**src/rtl/prra_pkg.sv**
```systemverilog
package prra_pkg;
  localparam int unsigned PRI_W = 3;
  localparam int unsigned NUM_LVL = 2 ** PRI_W;

  typedef enum logic [1:0] {
    NXT_KEEP = 2'd0,
    NXT_IDLE = 2'd1,
    NXT_NEW  = 2'd2
  } nxt_e;
endpackage

```
**src/rtl/prra_level_scan.sv**
```systemverilog
module prra_level_scan #(
  parameter int unsigned N  = 8,
  parameter int unsigned PW = 3
) (
  input  logic            clk,
  input  logic            rst,
  input  logic [N*PW-1:0] pri_i,
  output logic [PW-1:0]   best_o,
  output logic [N-1:0]    mask_o
);
  always_comb begin
    best_o = '0;
    for (int i = 0; i < N; i++) begin
      if (pri_i[i*PW +: PW] > best_o) best_o = pri_i[i*PW +: PW];
    end
  end

  always_comb begin
    for (int i = 0; i < N; i++) begin
      mask_o[i] = (best_o != '0) && (pri_i[i*PW +: PW] == best_o);
    end
  end

  AST_MASK_NONEMPTY: assert property (@(posedge clk) disable iff (rst)
    (best_o != '0) |-> (mask_o != '0));
  AST_MASK_EMPTY: assert property (@(posedge clk) disable iff (rst)
    (pri_i == '0) |-> (mask_o == '0));
endmodule

```
**src/rtl/prra_rr_pick.sv**
```systemverilog
module prra_rr_pick #(
  parameter int unsigned N  = 8,
  parameter int unsigned IW = 3
) (
  input  logic          clk,
  input  logic          rst,
  input  logic [N-1:0]  mask_i,
  input  logic [IW-1:0] ptr_i,
  output logic [N-1:0]  pick_o,
  output logic [IW-1:0] idx_o,
  output logic          any_o
);
  always_comb begin
    int j;
    pick_o = '0;
    idx_o  = '0;
    any_o  = 1'b0;
    j      = 0;
    for (int off = 1; off <= N; off++) begin
      j = (int'(ptr_i) + off) % N;
      if (!any_o && mask_i[j]) begin
        any_o     = 1'b1;
        pick_o[j] = 1'b1;
        idx_o     = IW'(j);
      end
    end
  end

  AST_PICK_ONEHOT: assert property (@(posedge clk) disable iff (rst)
    $onehot0(pick_o));
  AST_PICK_IN_MASK: assert property (@(posedge clk) disable iff (rst)
    ((pick_o & ~mask_i) == '0) && (any_o == (mask_i != '0)));
endmodule

```
**src/rtl/prra_ptr_bank.sv**
```systemverilog
module prra_ptr_bank #(
  parameter int unsigned N  = 8,
  parameter int unsigned PW = 3,
  parameter int unsigned IW = 3
) (
  input  logic          clk,
  input  logic          rst,
  input  logic [PW-1:0] rd_lvl_i,
  output logic [IW-1:0] rd_ptr_o,
  input  logic          wr_en_i,
  input  logic [PW-1:0] wr_lvl_i,
  input  logic [IW-1:0] wr_idx_i
);
  localparam int unsigned NL = 2 ** PW;

  logic [IW-1:0] ptr_q [NL];

  always_ff @(posedge clk) begin
    if (rst) begin
      for (int l = 0; l < NL; l++) ptr_q[l] <= IW'(N - 1);
    end else if (wr_en_i) begin
      ptr_q[wr_lvl_i] <= wr_idx_i;
    end
  end

  assign rd_ptr_o = ptr_q[rd_lvl_i];

  AST_PTR_REAL_LVL: assert property (@(posedge clk) disable iff (rst)
    wr_en_i |-> (wr_lvl_i != '0));
  AST_PTR_WRITTEN: assert property (@(posedge clk) disable iff (rst)
    (wr_en_i && rd_lvl_i == wr_lvl_i) |=> (rd_lvl_i != $past(wr_lvl_i)) || (rd_ptr_o == $past(wr_idx_i)));
endmodule

```
**src/rtl/prra_arbiter.sv**
```systemverilog
module prra_arbiter #(
  parameter int unsigned N          = 8,
  parameter int unsigned PW         = prra_pkg::PRI_W,
  parameter int unsigned GNT_STAGES = 1
) (
  input  logic            clk,
  input  logic            rst,
  input  logic [N*PW-1:0] req_pri_i,
  input  logic [N-1:0]    hold_i,
  input  logic            stop_i,
  output logic [PW-1:0]   cas_best_o,
  input  logic [PW-1:0]   cas_best_i,
  input  logic            cas_tok_i,
  output logic [N-1:0]    grant_o
);
  import prra_pkg::*;

  localparam int unsigned IW = (N > 1) ? $clog2(N) : 1;

  logic [PW-1:0] best;
  logic [N-1:0]  lvl_mask;
  logic [IW-1:0] cur_ptr;
  logic [N-1:0]  pick;
  logic [IW-1:0] pick_idx;
  logic          pick_any;
  logic [N-1:0]  own_q;
  logic          keep;
  logic          may_win;
  nxt_e          nxt;

  prra_level_scan #(.N(N), .PW(PW)) u_scan (
    .clk(clk), .rst(rst), .pri_i(req_pri_i), .best_o(best), .mask_o(lvl_mask)
  );

  prra_ptr_bank #(.N(N), .PW(PW), .IW(IW)) u_ptr (
    .clk(clk), .rst(rst), .rd_lvl_i(best), .rd_ptr_o(cur_ptr),
    .wr_en_i(nxt == NXT_NEW), .wr_lvl_i(best), .wr_idx_i(pick_idx)
  );

  prra_rr_pick #(.N(N), .IW(IW)) u_pick (
    .clk(clk), .rst(rst), .mask_i(lvl_mask), .ptr_i(cur_ptr),
    .pick_o(pick), .idx_o(pick_idx), .any_o(pick_any)
  );

  assign cas_best_o = best;
  assign keep       = |(own_q & hold_i);
  assign may_win    = pick_any && (cas_best_i == best) && cas_tok_i;

  always_comb begin
    if (keep)                  nxt = NXT_KEEP;
    else if (stop_i || !may_win) nxt = NXT_IDLE;
    else                       nxt = NXT_NEW;
  end

  always_ff @(posedge clk) begin
    if (rst) begin
      own_q <= '0;
    end else begin
      case (nxt)
        NXT_KEEP: own_q <= own_q;
        NXT_NEW:  own_q <= pick;
        default:  own_q <= '0;
      endcase
    end
  end

  generate
    if (GNT_STAGES <= 1) begin : g_direct
      assign grant_o = own_q;
    end else begin : g_pipe
      logic [N-1:0] dly_q [GNT_STAGES-1];
      always_ff @(posedge clk) begin
        if (rst) begin
          for (int s = 0; s < GNT_STAGES - 1; s++) dly_q[s] <= '0;
        end else begin
          dly_q[0] <= own_q;
          for (int s = 1; s < GNT_STAGES - 1; s++) dly_q[s] <= dly_q[s-1];
        end
      end
      assign grant_o = dly_q[GNT_STAGES-2];
    end
  endgenerate

  AST_GNT_ONEHOT: assert property (@(posedge clk) disable iff (rst)
    $onehot0(own_q));
  AST_HOLD_KEEPS: assert property (@(posedge clk) disable iff (rst)
    (|(own_q & hold_i)) |=> (own_q == $past(own_q)));
  AST_STOP_NONEW: assert property (@(posedge clk) disable iff (rst)
    (stop_i && !(|(own_q & hold_i))) |=> (own_q == '0));
  AST_NO_TOKEN: assert property (@(posedge clk) disable iff (rst)
    (!cas_tok_i && !(|(own_q & hold_i))) |=> (own_q == '0));
  AST_WIN_TOP_LVL: assert property (@(posedge clk) disable iff (rst)
    (!(|(own_q & hold_i)) && !stop_i && cas_tok_i && cas_best_i == cas_best_o && cas_best_o != '0)
      |=> (own_q != '0));
  AST_IDLE_ZERO: assert property (@(posedge clk) disable iff (rst)
    ((req_pri_i == '0) && !(|(own_q & hold_i))) |=> (own_q == '0));
endmodule

```
**config.mk**
```make
export PLATFORM = sky130hd
export DESIGN_NAME = prra_arbiter
export DESIGN_NICKNAME = d
export VERILOG_FILES = /design/src/rtl/prra_pkg.sv /design/src/rtl/prra_level_scan.sv /design/src/rtl/prra_rr_pick.sv /design/src/rtl/prra_ptr_bank.sv /design/src/rtl/prra_arbiter.sv
export SDC_FILE = /design/constraint.sdc
export NUM_CORES = 1
export LEC_CHECK = 0
export ABC_AREA = 1
export BUFFER_PORTS_ARGS = -buffer_cell sky130_fd_sc_hd__buf_2
export CAP_MARGIN = 10
export CORE_UTILIZATION = 34
export CTS_CLUSTER_DIAMETER = 60
export DETAILED_ROUTE_END_ITERATION = 8
export HOLD_SLACK_MARGIN = 0.15
export MAX_ROUTING_LAYER = met4
export PLACE_DENSITY = 0.6
export SETUP_SLACK_MARGIN = 0.4
export SYNTH_ARGS = -nofsm -noshare
export SYNTH_HDL_FRONTEND = slang
export SYNTH_HIERARCHICAL = 1
export SYNTH_SLANG_ARGS = --single-unit
export TNS_END_PERCENT = 10
```
**constraint.sdc**
```tcl
create_clock -name clk -period 11.2 [get_ports clk]
set_input_delay 0.56 -clock clk [delete_from_list [all_inputs] [get_ports clk]]
set_output_delay 0.56 -clock clk [all_outputs]
set_load 0.01 [all_outputs]
```
==> flow_summary.ini <==
[status]
status = finished, final reports clean

[cts]
h-tree-depth = 2
cts_tree = done
clkTransAtPathRegs_ns = 0.05
cts_root_buf = clkbuf_16
clockBufferDepth = 2
clk_latency_ns = 0.27
cts-hold-fix-buffers = 0
cts-buffers-inserted = 5
clock_sinks = 32

[setup_path]
end_kind = flip-flop
critical_path_class = input port to flip-flop
r2r_slack_ns = 7.84
slowest_delay_ns = 0.32
path_common_cell = nand2_1
slowest_stage = ha_1
r2r-start = u_ptr/ptr_q[5][1]$_SDFFCE_PN1P_
timing.critical_path.arrival_ns = 10.06
r2r_cells = 25
reg2reg_to = u_ptr/ptr_q[5][1]$_SDFFCE_PN1P_
cp.required_ns = 11.17
crit_fanout = 14
critPathLaunchType = input port

[logic_synthesis]
ys_async_sr_fraction = 0
synth_edf_count = 24
synth.cell_area_sq_um = 4873
ys_warn_count = 6
syn-num-nets = 885
synth.distinct_cells = 38
synth-main-ff-cell = edfxtp_1
ys_seq_area_frac = 0.1807
synthCells = 819
syn_avg_cell_area_sq_um = 5.950
synth-seq-cells = 32

[finish]
layout_commonest_cell = nand2_1
num-nets-final = 952
multi_input_area_sq_um = 3752
drive_gt1_frac = 0.2480
fillCellCount = 1476
seq_area_sq_um = 880.8
post-route-cell-area_sq_um = 6022
finish.utilization = 0.4322
areaGrowthSynthToFinish_pct = 23.57
antenna_cells = 0
mostFrequentLayoutCells = 249 x nand2_1, 150 x nand3_1, 101 x inv_1

[drt]
vias = 5388
drt_iter0_markers = 466
final_antenna_net_count = 0
wirelength_mm = 13.87
route.detailed.drc = 0
via_per_inst = 5.050
post_drt_wl_per_cell_um = 13.00
drt-pass1-iter-count = 5

[worst_hold_path]
min_path_cells = 2
min_path_type = flip-flop to flip-flop
hold_start = grant_o[4]$_SDFFE_PP0P_
hold_path_end = grant_o[4]$_SDFFE_PP0P_

[grt]
grt_pass1_wl_mm = 22.78
grt_max_degree = 25
grt_pass1_vias = 4865
grt-ovfl-total = 0
grtUsageTotal = 0.1931
antenna_found_initial = 0

[die]
die_area_sq_um = 14820
die_w_um = 121.7
ios = 50
coreArea_sq_um = 13930
row_count = 43
die_h_um = 121.7
start_util = 0.3497

[timing]
max_freq_mhz = 99.12
maxSlewViolCount = 0
tightest_slew_ns = 0.7105
finalSetupViolCount = 0
rsz0062_at_grt = false
tns_ns = 0
skew_ns = 0.003413
slew_headroom = 0.5258
fin_crit_sh = 0.9008
final.min_clock_period_ns = 10.09
hold_viol_final = 0

[placed_design]
io_buffers = 49
gp_congestion = 0.9590
dp_hpwl_mm = 10.46
dpl_cell_area_sq_um = 5290

[flow_run]
drv_cap = 0
synth_stat cells (4+ instances only):
| library cell | n | area [sq um] |
|---|---|---|
| nand2_1 | 262 | 983.4 |
| nand3_1 | 154 | 770.7 |
| inv_1 | 106 | 397.9 |
| nor2_1 | 56 | 210.2 |
| ha_1 | 27 | 337.8 |
| nor3_1 | 26 | 130.1 |
| edfxtp_1 | 24 | 720.7 |
| nand3_2 | 20 | 200.2 |
| nand2_2 | 17 | 106.4 |
| nand4_1 | 16 | 100.1 |
| inv_2 | 15 | 56.30 |
| buf_2 | 11 | 55.05 |
| o21ai_0 | 10 | 50.05 |
| a21oi_1 | 9 | 45.04 |
| dfxtp_1 | 8 | 160.2 |
| nand3_4 | 6 | 105.1 |
| nor2_2 | 6 | 37.54 |
| buf_6 | 5 | 56.30 |
| nor2_4 | 5 | 56.30 |
| a31oi_1 | 4 | 25.02 |
| clkbuf_1 | 4 | 15.01 |
| nand2_4 | 4 | 45.04 |
logic make-up after synthesis:
logic type / share of synthesized area
buffers and inverters: 0.1296
XOR/XNOR: 0.003595
flip-flops: 0.1807
adder cells (fa/ha/maj): 0.06932
AO/OA/AOI/OAI: 0.03851
AND/OR/NAND/NOR: 0.5782
stage by stage:
stage,instances,hold slack (ns),setup WS (ns)
2_1_floorplan,819,0.5009,0.3749
3_3_place_gp,1038,0.4756,0.05340
3_5_place_dp,1038,0.4754,-0.2012
4_1_cts,1046,0.4833,0.3989
5_1_grt,1067,0.4957,0.2952
6_report,1067,0.4853,1.111
how the worst max path moves through the flow:
| stage | start | endpoint |
|---|---|---|
| after floorplan | req_pri_i[2] | u_ptr/ptr_q[1][0]$_SDFFCE_PN1P_ |
| after global placement | req_pri_i[2] | u_ptr/ptr_q[6][0]$_SDFFCE_PN1P_ |
| after detailed placement | req_pri_i[2] | u_ptr/ptr_q[6][1]$_SDFFCE_PN1P_ |
| after CTS | req_pri_i[2] | u_ptr/ptr_q[6][0]$_SDFFCE_PN1P_ |
| after global routing | req_pri_i[1] | u_ptr/ptr_q[5][1]$_SDFFCE_PN1P_ |
| final | req_pri_i[2] | u_ptr/ptr_q[5][1]$_SDFFCE_PN1P_ |
sequential cells by signal (all words and copies together) (netlist names):
register,count
grant_o,8
u_ptr/ptr_q,24
critical path: cells and delay by family:
kind / cells / cell delay, ns
buf+inv: 14 / 1.17
fa+ha+maj: 8 / 2.12
simple gates: 47 / 4.69
compound gates: 9 / 1.51
layer usage:
metal | routed length [um] | track usage
met3 | 536 | 0.02247
met5 | 0 | -
met2 | 6773 | 0.3178
met4 | 104 | 0.03858
met1 | 6456 | 0.2543
layout make-up:
type                       instances  area share
multi-input combinational        639      0.6231
clock buffer                       7     0.02202
tap                              180     0.03740
timing repair buffer              85     0.09017
sequential                        32      0.1463
inverter                         123     0.08041
clock inverter                     1   0.0006233
timing repair:
action,in CTS,in global routing
gates resized for setup,20,76
pin swaps,0,19
endpoints found under the setup margin,48,56
setup buffers,0,21
Power is not shown: default switching activity piles up to over one toggle a cycle in this logic, so the estimate is an artifact.
